--- config.mk ---
export PLATFORM = sky130hd
export DESIGN_NAME = snd_tone_chan
export DESIGN_NICKNAME = d
export VERILOG_FILES = /design/src/rtl/snd_tone_pkg.sv /design/src/rtl/snd_poly.sv /design/src/rtl/snd_tone_div.sv /design/src/rtl/snd_tone_core.sv /design/src/rtl/snd_tone_chan.sv
export SDC_FILE = /design/constraint.sdc
export NUM_CORES = 1
export LEC_CHECK = 0
export ABC_AREA = 1
export BUFFER_PORTS_ARGS = -buffer_cell sky130_fd_sc_hd__buf_2
export CELL_PAD_IN_SITES_DETAIL_PLACEMENT = 0
export CELL_PAD_IN_SITES_GLOBAL_PLACEMENT = 1
export CORE_MARGIN = 3
export CORE_UTILIZATION = 35
export DETAILED_ROUTE_END_ITERATION = 7
export PLACE_DENSITY_LB_ADDON = 0.1
export SLEW_MARGIN = 20
export SYNTH_ARGS = -nofsm -noshare
export SYNTH_HDL_FRONTEND = slang
export SYNTH_SLANG_ARGS = --single-unit
--- constraint.sdc ---
create_clock -name clk -period 2.1 [get_ports clk]
set_clock_uncertainty 0.15 [all_clocks]
set_input_delay 0.315 -clock clk [delete_from_list [all_inputs] [get_ports clk]]
set_output_delay 0.315 -clock clk [all_outputs]
set_load 0.01 [all_outputs]
--- src/rtl/snd_tone_pkg.sv ---
package snd_tone_pkg;
  localparam int CNT_W    = 12;
  localparam int NUM_POLY = 3;
  localparam int POLY_W    [NUM_POLY] = '{4, 5, 7};
  localparam int POLY_MASK [NUM_POLY] = '{'hC, 'h14, 'h60};

  typedef enum logic [1:0] {
    DIST_OFF = 2'd0,
    DIST_P4  = 2'd1,
    DIST_P5  = 2'd2,
    DIST_P7  = 2'd3
  } dist_e;
endpackage

--- src/rtl/snd_poly.sv ---
module snd_poly #(
  parameter int W    = 4,
  parameter int MASK = 'hC
) (
  input  logic clk,
  input  logic rst_n,
  input  logic step_i,
  output logic bit_o
);
  localparam logic [W-1:0] MASK_V = W'(MASK);

  logic [W-1:0] sr_q;

  always_ff @(posedge clk) begin
    if (!rst_n)      sr_q <= '1;
    else if (step_i) sr_q <= (sr_q >> 1) ^ (sr_q[0] ? MASK_V : '0);
  end

  assign bit_o = sr_q[0];

  // a mask with its top bit set keeps the register away from zero
  a_r4_nonzero: assert property (@(posedge clk) disable iff (!rst_n) sr_q != '0);
  // no step without the tick
  a_r1_poly_hold: assert property (@(posedge clk) disable iff (!rst_n)
    !step_i |=> $stable(sr_q));
endmodule

--- src/rtl/snd_tone_div.sv ---
module snd_tone_div #(
  parameter int CW = 12
) (
  input  logic          clk,
  input  logic          rst_n,
  input  logic          tick_i,
  input  logic [CW-1:0] reload_i,
  output logic          wrap_o
);
  logic [CW-1:0] cnt_q;

  assign wrap_o = tick_i && (cnt_q == '0);

  always_ff @(posedge clk) begin
    if (!rst_n)      cnt_q <= '0;
    else if (wrap_o) cnt_q <= reload_i;
    else if (tick_i) cnt_q <= cnt_q - 1'b1;
  end

  // decrement on a tick when nonzero
  a_r2_count: assert property (@(posedge clk) disable iff (!rst_n)
    (tick_i && cnt_q != '0) |=> cnt_q == $past(cnt_q) - 1'b1);
  // load on wrap
  a_r2_load: assert property (@(posedge clk) disable iff (!rst_n)
    (tick_i && cnt_q == '0) |=> cnt_q == $past(reload_i));
  // idle without a tick
  a_r1_cnt_hold: assert property (@(posedge clk) disable iff (!rst_n)
    !tick_i |=> $stable(cnt_q));
endmodule

--- src/rtl/snd_tone_core.sv ---
module snd_tone_core (
  input  logic clk,
  input  logic rst_n,
  input  logic wrap_i,
  input  logic dist_on_i,
  input  logic dist_bit_i,
  input  logic hp_en_i,
  input  logic hp_link_i,
  input  logic ring_en_i,
  input  logic ring_i,
  output logic tone_o
);
  logic state_q, state_d;
  logic link_q;
  logic hp_clear;

  assign hp_clear = hp_en_i && link_q && !hp_link_i;

  always_comb begin
    state_d = state_q;
    if (wrap_i) state_d = dist_on_i ? dist_bit_i : ~state_q;
    if (hp_clear) state_d = 1'b0;
  end

  always_ff @(posedge clk) begin
    if (!rst_n) begin
      state_q <= 1'b0;
      link_q  <= 1'b0;
    end else begin
      state_q <= state_d;
      link_q  <= hp_link_i;
    end
  end

  assign tone_o = ring_en_i ? ~(state_q ^ ring_i) : state_q;

  // a falling link edge with the effect on leaves the state low
  a_r7_hp_clear: assert property (@(posedge clk) disable iff (!rst_n)
    (hp_en_i && $fell(hp_link_i)) |=> !state_q);
  // without wrap or clear the state holds
  a_r1_state_hold: assert property (@(posedge clk) disable iff (!rst_n)
    (!wrap_i && !(hp_en_i && $fell(hp_link_i))) |=> $stable(state_q));
  // plain toggle on a wrap with no clear
  a_r3_toggle: assert property (@(posedge clk) disable iff (!rst_n)
    (wrap_i && !dist_on_i && !(hp_en_i && $fell(hp_link_i))) |=> state_q != $past(state_q));
endmodule

--- src/rtl/snd_tone_chan.sv ---
module snd_tone_chan
  import snd_tone_pkg::*;
(
  input  logic             clk,
  input  logic             rst_n,
  input  logic             tick_i,
  input  logic [CNT_W-1:0] reload_i,
  input  logic [1:0]       dist_sel_i,
  input  logic             sub_noise_i,
  input  logic             noise_bit_i,
  input  logic             hp_en_i,
  input  logic             hp_link_i,
  input  logic             ring_en_i,
  input  logic             ring_i,
  output logic             tone_o
);
  logic [NUM_POLY-1:0] poly_bits;
  logic                wrap;
  logic                dist_bit;
  dist_e               sel;

  for (genvar g = 0; g < NUM_POLY; g++) begin : g_poly
    snd_poly #(.W(POLY_W[g]), .MASK(POLY_MASK[g])) u_poly (
      .clk    (clk),
      .rst_n  (rst_n),
      .step_i (tick_i),
      .bit_o  (poly_bits[g])
    );
  end

  snd_tone_div #(.CW(CNT_W)) u_div (
    .clk      (clk),
    .rst_n    (rst_n),
    .tick_i   (tick_i),
    .reload_i (reload_i),
    .wrap_o   (wrap)
  );

  assign sel = dist_e'(dist_sel_i);

  always_comb begin
    unique case (sel)
      DIST_P4: dist_bit = poly_bits[0];
      DIST_P5: dist_bit = poly_bits[1];
      DIST_P7: dist_bit = sub_noise_i ? noise_bit_i : poly_bits[2];
      default: dist_bit = 1'b0;
    endcase
  end

  snd_tone_core u_core (
    .clk        (clk),
    .rst_n      (rst_n),
    .wrap_i     (wrap),
    .dist_on_i  (sel != DIST_OFF),
    .dist_bit_i (dist_bit),
    .hp_en_i    (hp_en_i),
    .hp_link_i  (hp_link_i),
    .ring_en_i  (ring_en_i),
    .ring_i     (ring_i),
    .tone_o     (tone_o)
  );
endmodule

# Word-level counts from Yosys, hierarchy flattened
# Cells that the tools add are included.
[classes] n_eq_ne=3 add_sub_neg=1 mux=9 n_reduce_logical=8 n_bitwise=7
[ops] operator="2-to-1 mux 12 bit" n=2
[ops] operator="zero test 12 bit" n=1
[ops] operator="subtractor 12 x 1 -> 12 bit (second input constant)" n=1
[ops] operator="2-to-1 mux 7 bit" n=1
[ops] operator="bitwise XOR 6 x 7 -> 7 bit" n=1
[ops] operator="2-to-1 mux 5 bit" n=1
[ops] operator="bitwise XOR 4 x 5 -> 5 bit" n=1
[ops] operator="equality test 2 bit (second input constant)" n=2
[ops] operator="2-to-1 mux 4 bit" n=1
[ops] operator="nonzero test 2 bit" n=2
[ops] operator="bitwise XOR 3 x 4 -> 4 bit" n=1
[ops] operator="logical AND 1 bit" n=3
[ops] operator="2-to-1 mux 1 bit" n=3
[ops] operator="inverter 1 bit" n=3
[ops] operator="case mux 1 bit (3 select lines)" n=1
[ops] operator="equality test 2 x 1 -> 1 bit (second input constant)" n=1
[ops] operator="OR reduction 2 bit" n=1
[ops] operator="zero test 1 bit" n=1
[ops] operator="bitwise XOR 1 bit" n=1
[totals] elab_cells=34 input_bits=23 out_inout_bits=1 regBits=30

# Depth between registers and ports, before layout
[logic_depth] word_depth=3 depth_mapped=10 mapped_depth_nobuf=10

# Modules after synthesis
# Synthesis repeated with hierarchy kept, for this count alone.
[hier_totals] cells_unflattened=275 hier_area_um2=1824.2
[by_module_without_submodules] mod="snd_tone_div" instances=1 cells_per_inst=166 seq_area_each_um2=240.2 area_per_inst_um2=1057.3
[by_module_without_submodules] mod="snd_poly at g_poly[2].u_poly" instances=1 cells_per_inst=34 seq_area_each_um2=140.1 area_per_inst_um2=269.0
[by_module_without_submodules] mod="snd_poly at g_poly[1].u_poly" instances=1 cells_per_inst=25 seq_area_each_um2=100.1 area_per_inst_um2=187.7
[by_module_without_submodules] mod="snd_poly at g_poly[0].u_poly" instances=1 cells_per_inst=21 seq_area_each_um2=80.1 area_per_inst_um2=155.1
[by_module_without_submodules] mod="snd_tone_core" instances=1 cells_per_inst=18 seq_area_each_um2=40.0 area_per_inst_um2=108.9
[by_module_without_submodules] mod="snd_tone_chan" instances=1 cells_per_inst=11 seq_area_each_um2=0.0 area_per_inst_um2=46.3

# Worst setup path after synthesis
# Ideal clock, no wire load.
[synth_timing] path_type="reg2reg" startpoint="reg u_div.cnt_q[0]" endpoint="reg u_div.cnt_q[0]" period_less_slack_ns=1.563 arrival_time_ns=1.297 n_path_buf=1 setup_ns=0.116 t_required_ns=1.834 path_stages_with_launch=11 slack_ns=0.537 path_cell_list="dfxtp_1 -> inv_1 -> ha_1 -> nand2_1 -> nor2_1 -> nand3_4 -> buf_6 -> nand2_1 -> nand3_1 -> o211ai_1 -> inv_1"
[synth_via] elab_chain_cells=3 elab_cells_between_ends=6 cone_classes="add/sub: 1; mux: 2; reduce/logical: 3"
[synth_rtl] element="from (decl)" line="snd_tone_div.sv:10" text="logic [CW-1:0] cnt_q;"
[synth_rtl] element="from (signal assigned)" line="snd_tone_div.sv:16" text="else if (wrap_o) cnt_q <= reload_i;"
[synth_rtl] element="from (signal assigned)" line="snd_tone_div.sv:17" text="else if (tick_i) cnt_q <= cnt_q - 1'b1;"
[synth_rtl] element="subtractor 12 x 1 -> 12 bit / zero test 12 bit (equally long branches)" line="snd_tone_div.sv:17, snd_tone_div.sv:12"
[synth_rtl] element="2-to-1 mux 12 bit / logical AND 1 bit (equally long branches)" line="snd_tone_div.sv:17, snd_tone_div.sv:12"
[synth_rtl] element="2-to-1 mux 12 bit / nonzero test 2 bit (equally long branches)"
# Several ways; a longest one is shown, not always the timed one. The select of a mux whose other input is x is not followed.
# A chain may end at the register's enable or synchronous reset.

# Final worst setup path
[layout_timing] startpoint="reg u_div.cnt_q[0]" endpoint="reg u_div.cnt_q[6]"
# The elaborated chain is that of the path after synthesis.

==> results.cfg <==
[synth]
netlist.area_leader.share = 0.379
avgSynthCellArea_um2 = 6.48
yosysWarnings = 0
yosysSeqAreaShare = 0.379
synth_cell_types = 23
synth_area_leader_cell = dfxtp_1
synth_top_cells_by_area = dfxtp_1 38%, nand2_1 18%, nand3_1 9.8%
synth_cells = 245
ys_ff_latch = 30
synth_area_mm2 = 0.00159
synth_nets = 270

[layout]
multiInputGateArea_um2 = 846
final_cell_mix = 75 x nand2_1, 31 x nand3_1, 30 x dfxtp_1
layout_commonest_cell = nand2_1
final_cells = 321
synthToLayoutAreaGrowth_pct = 16.2
drive_gt1_frac = 0.155
n_fill_cell = 440
regArea_um2 = 601
diodes = 0
fin_nets = 295

[clock_tree]
clkSinkCount = 30
cts-resized-gates = 0
cts_setup_buffers = 0
htreeDepth = 2
clock_latency_ps = 280
hold_buffers = 0
numCtsBuffers = 5
cts_tree = yes
clk_pin_slew_worst_paths_ps = 70
cts.path.max_buffers = 2
clockRootBuffer = clkbuf_8

[detailed_routing]
drtAntennaViolNets = 0
drt-initial-drc-count = 125
vias = 1526
wirelength_um = 3790
wire_per_inst_um = 11.8
vias_per_cell = 4.75
dr.pass1.iters = 4
drc_errors = 0

[place]
port-buffer-count = 23
routabilityCongestion = 0.857
dpl.cell_count = 313
dpl.hpwl_um = 2620

[floorplan]
fp-row-count = 23
die_w_um = 73.3
start_util = 0.380
ios = 24
design.core.area_mm2 = 0.00417
die_h_um = 73.3
dieArea_mm2 = 0.00538

[setup_path]
cp.depth = 9
cp_slowest_cell = dfxtp_1
start_kind = flop
max_stage_delay_ps = 310
r2r-end = u_div.cnt_q[6]
crit_arrival_ps = 1730
end_kind = flop
critical_path.top_delay_family = simple AND/OR/NAND/NOR gates
path_class = reg -> reg
path_cells = inv_1 > ha_1 > nand2_1 > nor2_1 > nand3_4 > nor2_1 > nor2_1 > nand2_1 > a21oi_1
crit_fanout = 18
worstPathRequired_ps = 2090
reg2reg_depth = 9
rrSetupSlack_ps = 360
r2r_start = u_div.cnt_q[0]
path_common_cell = nor2_1
critPathBufInv = 1

[hold_path]
hold_path_depth = 3
hp-class = in -> reg
hold_end = u_core.link_q
hp-start = hp_link_i

[power_and_ir_drop]
p_per_area_mw_per_mm2 = 992
clockPowerShare = 0.262
power_switching_share = 0.375
comb_power_share = 0.340
p_leak_uw = 0.000917
switchingPower_uw = 686
p_seq_frac = 0.397
p_int_uw = 1140
ir_worst_vdd_mv = 0.357

[grt]
grt_max_degree = 22
grt_first_pass_wirelength_um = 6180
grt_overflow = 0
antenna_found_initial = 0
grt.total_usage = 0.151
first_global_vias = 1327

[sta]
fin_crit_ps = 1740
rsz0062_at_grt = no
setup_violations = 0
fin_setup_tns_ps = 0
final_hold_viol_count = 0
drv_slew = 0
period_share = 0.828
fmax_mhz = 575
maxSlewHeadroom = 0.639
worst_pin_slew_ps = 541

[job]
drv_cap = 0

[outcome]
outcome = complete, no violations
-- per-stage QoR --
step	utilization	hold WS (ps)	instance area, um^2	power (uW)	worst slack, ps
after floorplan	-	258	1590	1210	537
after global placement	0.420	292	1750	1370	396
after detailed placement	0.420	294	1750	1360	381
after CTS	0.442	70.4	1840	1850	360
after global routing	0.442	82.9	1840	1970	208
final	0.442	75.7	1840	1830	361
-- cells in the mapped netlist --
library cell  count
nand3_4           1
o21ai_0           8
inv_1            24
o211ai_1          1
xnor2_1           1
dfxtp_1          30
buf_2             1
nand2_2           1
clkbuf_1          7
clkinv_1          1
nand3b_1          3
a21oi_1          23
o21bai_1          2
or2_2             1
ha_1              2
nor2_2            3
inv_2             1
nand3_1          31
nor3_2            1
nor2_1           24
nand2_1          75
xor2_1            3
buf_6             1
-- cell type report --
cell class / instances / area share
timing repair buffer: 27 / 0.0788
sequential: 30 / 0.326
multi-input combinational: 180 / 0.459
clock inverter: 1 / 0.00272
inverter: 26 / 0.0530
clock buffer: 7 / 0.0468
tap: 50 / 0.0339
-- per-layer routing --
| metal | GRT usage | share of wire |
|---|---|---|
| met4 | 0.0543 | 0.011 |
| met3 | 0.0369 | 0.055 |
| met5 | 0 | 0 |
| met1 | 0.221 | 0.51 |
| met2 | 0.213 | 0.42 |
-- registers in the layout, indices dropped and copies added, names as in the netlist --
name	flops
u_core.state_q	1
u_div.cnt_q	12
u_core.link_q	1
g_poly.u_poly.sr_q	16
-- cell families after synthesis --
family,synth area share
and+or+nand+nor,0.383
xor gates and xnor gates,0.0221
AOI/OAI and AO/OA,0.112
adders and majority gates,0.0158
DFF,0.379
buffers and inverters,0.0883
-- how the worst max path moves through the flow --
stage	from	endpoint	slack, ps
floorplan	u_div.cnt_q[0]	u_div.cnt_q[0]	540
global placement	u_div.cnt_q[0]	u_div.cnt_q[1]	400
detailed placement	u_div.cnt_q[0]	u_div.cnt_q[8]	380
CTS	u_div.cnt_q[0]	u_div.cnt_q[8]	360
global route	u_div.cnt_q[0]	u_div.cnt_q[8]	210
finish	u_div.cnt_q[0]	u_div.cnt_q[6]	360
-- power groups by stage --
stage | combinational (uW) | clock (uW) | sequential [uW]
floorplan | 498 | 0 | 715
global placement | 630 | 0 | 739
detailed placement | 617 | 0 | 739
CTS | 622 | 501 | 726
global route | 708 | 525 | 739
finish | 623 | 480 | 726
-- worst reg2reg max path, stage by stage (launching register included) --
cell and delay [ps]:
dfxtp_1 310, inv_1 150, ha_1 190, nand2_1 60, nor2_1 170, nand3_4 230
nor2_1 170, nor2_1 60, nand2_1 60, a21oi_1 50
No activity file was read; power rests on OpenSTA's default activity.
